File: config.mk
export PLATFORM = sky130hd
export DESIGN_NAME = pport_pair
export DESIGN_NICKNAME = d
export VERILOG_FILES = /design/src/rtl/pp_pkg.sv /design/src/rtl/pp_edge.sv /design/src/rtl/pp_port.sv /design/src/rtl/pport_pair.sv
export SDC_FILE = /design/constraint.sdc
export NUM_CORES = 1
export LEC_CHECK = 0
export ABC_CLOCK_PERIOD_IN_PS = 2000
export BUFFER_PORTS_ARGS = -buffer_cell sky130_fd_sc_hd__buf_2
export CELL_PAD_IN_SITES_DETAIL_PLACEMENT = 1
export CELL_PAD_IN_SITES_GLOBAL_PLACEMENT = 1
export CORE_MARGIN = 2
export CORE_UTILIZATION = 43
export CTS_BUF_LIST = sky130_fd_sc_hd__clkbuf_4
export CTS_CLUSTER_SIZE = 28
export DETAILED_ROUTE_END_ITERATION = 12
export PLACE_DENSITY = 0.9
export REMOVE_ABC_BUFFERS = 1
export SYNTH_ARGS = -nofsm -noshare
export SYNTH_HDL_FRONTEND = slang
export SYNTH_HIERARCHICAL = 1
export SYNTH_SLANG_ARGS = --single-unit
File: constraint.sdc
create_clock -name clk -period 2 [get_ports clk]
set_clock_uncertainty 0.2 [all_clocks]
set_input_delay 0.1 -clock clk [delete_from_list [all_inputs] [get_ports clk]]
set_output_delay 0.1 -clock clk [all_outputs]
set_load 0.02 [all_outputs]
File: src/rtl/pp_pkg.sv
package pp_pkg;
  localparam int DW = 8;
  localparam int AW = 4;
  localparam int AUXW = 4;

  localparam logic [AW-1:0] OFS_PB_DATA = 4'd0;
  localparam logic [AW-1:0] OFS_PA_DATA = 4'd1;
  localparam logic [AW-1:0] OFS_PB_DIR  = 4'd2;
  localparam logic [AW-1:0] OFS_PA_DIR  = 4'd3;
  localparam logic [AW-1:0] OFS_AUX     = 4'd11;

  localparam int AUX_A_LE  = 0;
  localparam int AUX_B_LE  = 1;
  localparam int AUX_A_POL = 2;
  localparam int AUX_B_POL = 3;
endpackage

File: src/rtl/pp_edge.sv
module pp_edge #(
  parameter int STAGES = 2
) (
  input  logic clk,
  input  logic rst,
  input  logic ctl,
  input  logic pol,
  output logic hit
);
  localparam int SW = STAGES + 1;
  logic [SW-1:0] sh;

  always_ff @(posedge clk) begin
    if (rst) sh <= '0;
    else     sh <= {sh[SW-2:0], ctl};
  end

  // sh[STAGES-1] is the newest synchronized level, sh[STAGES] the previous one
  assign hit = pol ? ( sh[STAGES-1] & ~sh[STAGES])
                   : (~sh[STAGES-1] &  sh[STAGES]);
endmodule

File: src/rtl/pp_port.sv
module pp_port #(
  parameter int DW = 8,
  parameter bit OUT_BITS_FROM_REG = 1'b0
) (
  input  logic          clk,
  input  logic          rst,
  input  logic [DW-1:0] pin_i,
  input  logic          ctl,
  input  logic          le,
  input  logic          pol,
  input  logic          wr_or,
  input  logic          wr_ddr,
  input  logic          rd_data,
  input  logic [DW-1:0] wdata,
  output logic [DW-1:0] pin_o,
  output logic [DW-1:0] pin_oe,
  output logic [DW-1:0] rd_val
);
  logic          hit;
  logic          held;
  logic [DW-1:0] cap, or_q, ddr_q, in_view;

  pp_edge #(.STAGES(2)) u_edge (
    .clk(clk), .rst(rst), .ctl(ctl), .pol(pol), .hit(hit)
  );

  always_ff @(posedge clk) begin
    if (rst) begin
      or_q  <= '0;
      ddr_q <= '0;
      cap   <= '0;
      held  <= 1'b0;
    end else begin
      if (wr_or)  or_q  <= wdata;
      if (wr_ddr) ddr_q <= wdata;
      if (!le) begin
        held <= 1'b0;
      end else if (hit) begin
        cap  <= pin_i;       // a new edge wins over a release by read
        held <= 1'b1;
      end else if (rd_data) begin
        held <= 1'b0;
      end
    end
  end

  assign in_view = (le && held) ? cap : pin_i;
  assign pin_o   = or_q;
  assign pin_oe  = ddr_q;

  generate
    if (OUT_BITS_FROM_REG) begin : g_reg_rb
      assign rd_val = (or_q & ddr_q) | (in_view & ~ddr_q);
    end else begin : g_pin_rb
      assign rd_val = in_view;
    end
  endgenerate
endmodule

File: src/rtl/pport_pair.sv
module pport_pair
  import pp_pkg::*;
(
  input  logic          clk,
  input  logic          rst,
  input  logic [AW-1:0] addr,
  input  logic          wr,
  input  logic          rd,
  input  logic [DW-1:0] wdata,
  output logic [DW-1:0] rdata,
  input  logic [DW-1:0] pa_in,
  output logic [DW-1:0] pa_out,
  output logic [DW-1:0] pa_oe,
  input  logic          pa_ctl,
  input  logic [DW-1:0] pb_in,
  output logic [DW-1:0] pb_out,
  output logic [DW-1:0] pb_oe,
  input  logic          pb_ctl
);
  logic [AUXW-1:0] aux_q;
  logic [DW-1:0]   a_val, b_val, rmux;

  always_ff @(posedge clk) begin
    if (rst)                        aux_q <= '0;
    else if (wr && addr == OFS_AUX) aux_q <= wdata[AUXW-1:0];
  end

  pp_port #(.DW(DW), .OUT_BITS_FROM_REG(1'b0)) u_pa (
    .clk(clk), .rst(rst), .pin_i(pa_in), .ctl(pa_ctl),
    .le(aux_q[AUX_A_LE]), .pol(aux_q[AUX_A_POL]),
    .wr_or(wr && addr == OFS_PA_DATA), .wr_ddr(wr && addr == OFS_PA_DIR),
    .rd_data(rd && addr == OFS_PA_DATA), .wdata(wdata),
    .pin_o(pa_out), .pin_oe(pa_oe), .rd_val(a_val)
  );

  pp_port #(.DW(DW), .OUT_BITS_FROM_REG(1'b1)) u_pb (
    .clk(clk), .rst(rst), .pin_i(pb_in), .ctl(pb_ctl),
    .le(aux_q[AUX_B_LE]), .pol(aux_q[AUX_B_POL]),
    .wr_or(wr && addr == OFS_PB_DATA), .wr_ddr(wr && addr == OFS_PB_DIR),
    .rd_data(rd && addr == OFS_PB_DATA), .wdata(wdata),
    .pin_o(pb_out), .pin_oe(pb_oe), .rd_val(b_val)
  );

  always_comb begin
    rmux = '0;
    case (addr)
      OFS_PB_DATA: rmux = b_val;
      OFS_PA_DATA: rmux = a_val;
      OFS_PB_DIR:  rmux = pb_oe;
      OFS_PA_DIR:  rmux = pa_oe;
      OFS_AUX:     rmux = {{(DW-AUXW){1'b0}}, aux_q};
      default:     rmux = '0;
    endcase
  end

  always_ff @(posedge clk) begin
    if (rst)     rdata <= '0;
    else if (rd) rdata <= rmux;
  end
endmodule

==> impl_metrics.json, run 1 <==
{
  "status": "complete, but fails checks",
  "violations": "negative setup slack",
  "synth_xor_area_frac": 0,
  "yosys_warnings": 6,
  "syn_avg_cell_area_um2": 10.0,
  "power.switching_uw": 696,
  "yosysTopAreaCellShare": 0.388,
  "drv_cap": 0,
  "nFillCells": 901,
  "start_kind": "input pin",
  "powerDensity_nw_per_um2": 576,
  "insertion_delay_ns": 0.43,
  "relSlewSlack": 0.637,
  "globalplace.congestion": 0.886,
  "setup.worst_path.end_class": "register",
  "synth_compound_gate_area_share": 0.219,
  "vias": 3163,
  "synth-main-ff-cell": "dfxtp_1",
  "comb_power_share": 0.131,
  "die_w_um": 94.3,
  "wire_per_inst_um": 19.9,
  "die_y_um": 94.3,
  "clockBufferDepth": 2,
  "fp-row-count": 32,
  "num_io_pins": 74,
  "synth_edf_count": 0,
  "final-hold-violation-count": 0,
  "first_global_vias": 3366,
  "synth_cell_type_count": 38,
  "fin_util": 0.576,
  "worst_pin_slew_ns": 0.543,
  "drt-total-wl_um": 11400,
  "drv_slew": 0,
  "core_um2": 7810,
  "root_buffer": "clkbuf_4",
  "yosysMostFrequentCell": "dfxtp_1",
  "synth_common_cells": "68 x dfxtp_1, 44 x mux2i_1, 35 x a21oi_1, 35 x nor2_1, 20 x nand3_1",
  "intPower_uw": 1900,
  "hold_path_class": "input pin to register",
  "cp_max_fo": 8,
  "synth_seq_area_share": 0.388,
  "period_share": 1.00,
  "finalWorstSetupSlack_ns": -0.00515,
  "cts_buffers": 9,
  "synth_top_cells_by_area": "dfxtp_1 39%, mux2i_1 13%, o311ai_4 6.0%, a21oi_1 5.0%, a21bo_2 4.6%",
  "setup_viol": 2,
  "synth-seq-cells": 68,
  "leakage_uw": 0.00190,
  "whs_ns": 0.0689,
  "cts_tree": "done",
  "synthSimpleGateAreaFrac": 0.164,
  "grt_use_total": 0.253,
  "cts.sinks": 68,
  "crit_required_ns": 2.10,
  "power_frac_seq": 0.533,
  "drive_gt1_frac": 0.335,
  "port_buffers": 73,
  "drtPass1Iterations": 4,
  "antenna_found_initial": 0,
  "grt.overflow.total": 0,
  "die-area_um2": 8900,
  "period_minus_slack_ns": 2.01,
  "synth_area_um2": 3510,
  "async_flop_share": 0,
  "swShare": 0.268,
  "fmax_mhz": 499,
  "cts.reportedPaths.clkPinSlew_ns": 0.11,
  "syn_inst": 351,
  "grt_max_degree": 26,
  "synthMuxAreaShare": 0.160,
  "pre_cts_ws_ns": 0.215,
  "peakVddDrop_mv": 0.374,
  "syn2layout_area_growth_pct": 28.2,
  "start_util": 0.449,
  "clkPwrFrac": 0.336,
  "synth-adder-area-share": 0,
  "final_nets": 501,
  "crit_type": "input pin to register",
  "post-route-drc-count": 0,
  "htree_levels": 3,
  "first_iter_violations": 244,
  "antenna-diode-count": 0,
  "synth_top_family_by_area": "compound AO/OA/AOI/OAI gates",
  "via_per_inst": 5.51,
  "postRouteAntennaNets": 0,
  "synth_area_leader_cell": "dfxtp_1",
  "grt_pass1_wl_um": 17300,
  "critPathArrivalTime_ns": 2.10,
  "hpwl_um": 7340
}
==> cell type report <==
cell class / count / area, um^2 / area share
Multi-Input combinational cell: 243 / 1920 / 0.426
Sequential cell: 68 / 1360 / 0.303
Timing Repair Buffer: 134 / 922 / 0.205
Tap cell: 102 / 128 / 0.0284
Clock buffer: 9 / 67.6 / 0.0150
Clock inverter: 7 / 57.6 / 0.0128
Inverter: 11 / 41.3 / 0.00918
==> per-layer routing <==
layer,track usage,routed length [um],vias to the layer above
met1,0.308,4730,1561
met4,0.0821,219,0
met2,0.440,5840,104
met3,0.0618,656,19
li1,-,-,1479
met5,0,0,-
==> kinds of logic (layout without fill, tap and decap cells) <==
kind of cell    after synthesis  after routing
compound gates               85             85
mux                          52             52
buf+inv                      40            161
simple gates                106            106
flops                        68             68
==> metrics by stage <==
step	std cells	total power [uW]	cell area [um^2]	setup TNS, ns
after global placement	514	1670	3940	0
after global routing	574	2680	4500	-0.0316
final	574	2590	4500	-0.00751
after floorplan	322	1540	3310	-1.31
after detailed placement	514	1680	3940	0
after CTS	567	2580	4430	0
==> repair_timing <==
item / CTS / global route
gates resized for setup: 0 / 7
endpoints found under the hold margin: 59 / 0
hold buffers: 37 / 0
setup buffers: 0 / 7
setup endpoints to repair: 0 / 7
==> power by group through the flow <==
| stage | Clock, uW | Sequential (uW) | Combinational [uW] |
|---|---|---|---|
| finish | 871 | 1380 | 338 |
| global route | 940 | 1380 | 358 |
| CTS | 880 | 1380 | 320 |
| floorplan | 0 | 1420 | 117 |
| detailed placement | 0 | 1410 | 272 |
| global placement | 0 | 1410 | 262 |
==> critical path, cell delays in order <==
cell and delay (ns):
dlygate4sd3_1 0.57, buf_2 0.18, or3_1 0.47, nor3_2 0.20, buf_4 0.21, mux2i_1 0.29, nor2_1 0.08
==> layout by cell type (no fill, tap or decap), types with 3 or more instances in the layout <==
| cell type | count |
|---|---|
| o22a_1 | 4 |
| buf_6 | 3 |
| o21ai_0 | 4 |
| a21bo_2 | 16 |
| nand3_1 | 20 |
| nand2b_1 | 3 |
| mux2_4 | 8 |
| clkbuf_4 | 9 |
| nand4b_1 | 9 |
| a21oi_1 | 35 |
| a2bb2oi_1 | 4 |
| inv_1 | 11 |
| o311ai_4 | 8 |
| nor2_1 | 35 |
| buf_2 | 74 |
| a211oi_1 | 6 |
| nor2b_1 | 16 |
| dfxtp_1 | 66 |
| buf_4 | 21 |
| nand2_1 | 11 |
| clkinv_2 | 4 |
| dlygate4sd3_1 | 36 |
| mux2i_1 | 44 |
==> final timing paths <==
kind,slack (ns),to,cells past startpoint,startpoint
worst max-delay path,-0.005,u_pb/pin_o[7]$_SDFFE_PP0P_,7,addr[2]
worst min-delay path,0.07,rdata[7]$_SDFFE_PP0P_,4,addr[0]
worst max register to register,0.04,u_pb/cap[4]$_SDFFE_PP0P_,6,u_pb/u_edge/sh[1]$_SDFF_PP0_
worst min register to register,0.25,u_pa/u_edge/sh[1]$_SDFF_PP0_,1,u_pa/u_edge/sh[0]$_SDFF_PP0_
==> state kept, by name, indices dropped and copies added (netlist names) <==
register and count:
rdata 8, u_pa/cap 8, u_pa/pin_o 8, u_pa/pin_oe 8, u_pb/cap 8, u_pb/pin_o 8, u_pb/pin_oe 8, aux_q 4
u_pa/u_edge/sh 3, u_pb/u_edge/sh 3, u_pa/held 1, u_pb/held 1
No activity file was read; power rests on OpenSTA's default activity.
==> inputs of run 2 (changes only) <==
--- a/config.mk
+++ b/config.mk
@@ -14,7 +14,7 @@
 export CTS_BUF_LIST = sky130_fd_sc_hd__clkbuf_4
 export CTS_CLUSTER_SIZE = 28
 export DETAILED_ROUTE_END_ITERATION = 12
-export PLACE_DENSITY = 0.9
+export PLACE_DENSITY = 0.87
 export REMOVE_ABC_BUFFERS = 1
 export SYNTH_ARGS = -nofsm -noshare
 export SYNTH_HDL_FRONTEND = slang
==> run 2 against run 1 <==
Design area grew 3.8%. Final cell count grew 1.9%. Critical path depth shrank 1. Sequential power is essentially flat. The run now ends clean. Clock-buffer cell count is the same. Wire length grew 4.7%.
==> impl_metrics.json, run 2 (synthesis gave the netlist of run 1 again) <==
{
  "status": "complete, no violations",
  "ff2ff_setup_slack_ns": 0.05,
  "nFillCells": 892,
  "via_per_inst": 5.62,
  "antenna_found_initial": 0,
  "cts_buffers": 9,
  "final_common_cell": "buf_2",
  "relSlewSlack": 0.662,
  "whs_ns": 0.0644,
  "cpPeakStageDelay_ns": 0.57,
  "syn2layout_area_growth_pct": 33.1,
  "cp_slowest_cell": "dlygate4sd3_1",
  "antenna-diode-count": 0,
  "cts_tree": "done",
  "drt-total-wl_um": 12000,
  "setup_viol": 0,
  "vias": 3290,
  "grt_max_degree": 69,
  "final_nets": 512,
  "first_iter_violations": 177,
  "dp.cells": 512,
  "post-route-drc-count": 0,
  "start_kind": "register",
  "finalInstanceArea_um2": 4670,
  "insertion_delay_ns": 0.43,
  "grt.overflow.total": 0,
  "instances_no_fill": 585,
  "cp_max_fo": 17,
  "critPathTopFamily": "buffers and inverters",
  "drive_gt1_frac": 0.306,
  "drv_slew": 0,
  "setup.worst_path.end_class": "register",
  "placed_cell_area_um2": 3930,
  "leakage_uw": 0.00200,
  "drv_cap": 0,
  "cp_num_buf_inv": 2,
  "worst_pin_slew_ns": 0.508,
  "port_buffers": 73,
  "num_io_pins": 74,
  "powerDensity_nw_per_um2": 592,
  "hold_path_class": "input pin to register",
  "globalplace.congestion": 0.897,
  "final-hold-violation-count": 0,
  "cts.reportedPaths.clkPinSlew_ns": 0.12,
  "peakVddDrop_mv": 0.444,
  "postRouteAntennaNets": 0,
  "critPathArrivalTime_ns": 2.07,
  "path_cells": "nand2_1, o22ai_2, buf_6, a21bo_2, a21oi_1, dlygate4sd3_1",
  "crit_type": "register to register",
  "die_w_um": 94.3,
  "period_share": 0.974,
  "fin_util": 0.598,
  "cts.sinks": 68,
  "period_minus_slack_ns": 1.95,
  "die-area_um2": 8900,
  "grt_pass1_wl_um": 18800,
  "core_um2": 7810,
  "clockBufferDepth": 2,
  "grt_use_total": 0.281,
  "start_util": 0.449,
  "fmax_mhz": 513,
  "final_cell_mix": "73 x buf_2, 67 x dfxtp_1, 55 x dlygate4sd3_1",
  "fp-row-count": 32,
  "root_buffer": "clkbuf_4",
  "hpwl_um": 7250,
  "drtPass1Iterations": 4,
  "die_y_um": 94.3,
  "p_total_uw": 2760,
  "crit_required_ns": 2.12,
  "htree_levels": 3,
  "first_global_vias": 3595,
  "wire_per_inst_um": 20.5
}
## run 2: metrics by stage
stage | TNS, ns | setup slack (ns)
2_1_floorplan | -1.31 | -0.0900
3_3_place_gp | 0 | 0.238
3_5_place_dp | 0 | 0.193
4_1_cts | 0 | 0.0445
5_1_grt | -0.0209 | -0.0172
6_report | 0 | 0.0516
## run 2: report_power, final
group | switching (uW) | internal, uW
clock network | 536 | 502
registers | 13.8 | 1370
logic | 176 | 167
total | 726 | 2040
## run 2: metal layers
metal	global-route usage	vias up	part of all wire	routed length [um]
met3	0.0554	29	0.060	719
met4	0.135	0	0.026	316
met2	0.491	132	0.50	6020
li1	-	1508	-	-
met1	0.329	1621	0.41	4920
met5	0	-	0	0
## run 2: area by class of cell
cell class,count,area [um^2],area share
Tap cell,102,128,0.0273
Timing Repair Buffer,145,1070,0.229
Clock inverter,7,91.3,0.0196
Inverter,11,41.3,0.00884
Multi-Input combinational cell,243,1910,0.409
Clock buffer,9,67.6,0.0145
Sequential cell,68,1360,0.292
## run 2: worst paths after layout
check             cells past startpoint                      endpoint                    startpoint
setup reg to reg                      6      u_pa/cap[6]$_SDFFE_PP0P_         aux_q[2]$_SDFFE_PP0P_
setup / recovery                      6      u_pa/cap[6]$_SDFFE_PP0P_         aux_q[2]$_SDFFE_PP0P_
hold reg to reg                       1  u_pb/u_edge/sh[1]$_SDFF_PP0_  u_pb/u_edge/sh[0]$_SDFF_PP0_
hold / removal                        4         rdata[4]$_SDFFE_PP0P_                       addr[0]
## run 2: what timing repair did
action,in CTS,in global routing
hold endpoints to repair,65,0
endpoints found under the setup margin,0,14
buffers inserted,0,1
resized for setup,0,5
hold buffers,56,0
## run 2: tightest hold or removal path, stage by stage
cell	delay (ns)
buf_2	0.21
nor4_2	0.09
a21oi_1	0.16
a211oi_1	0.08
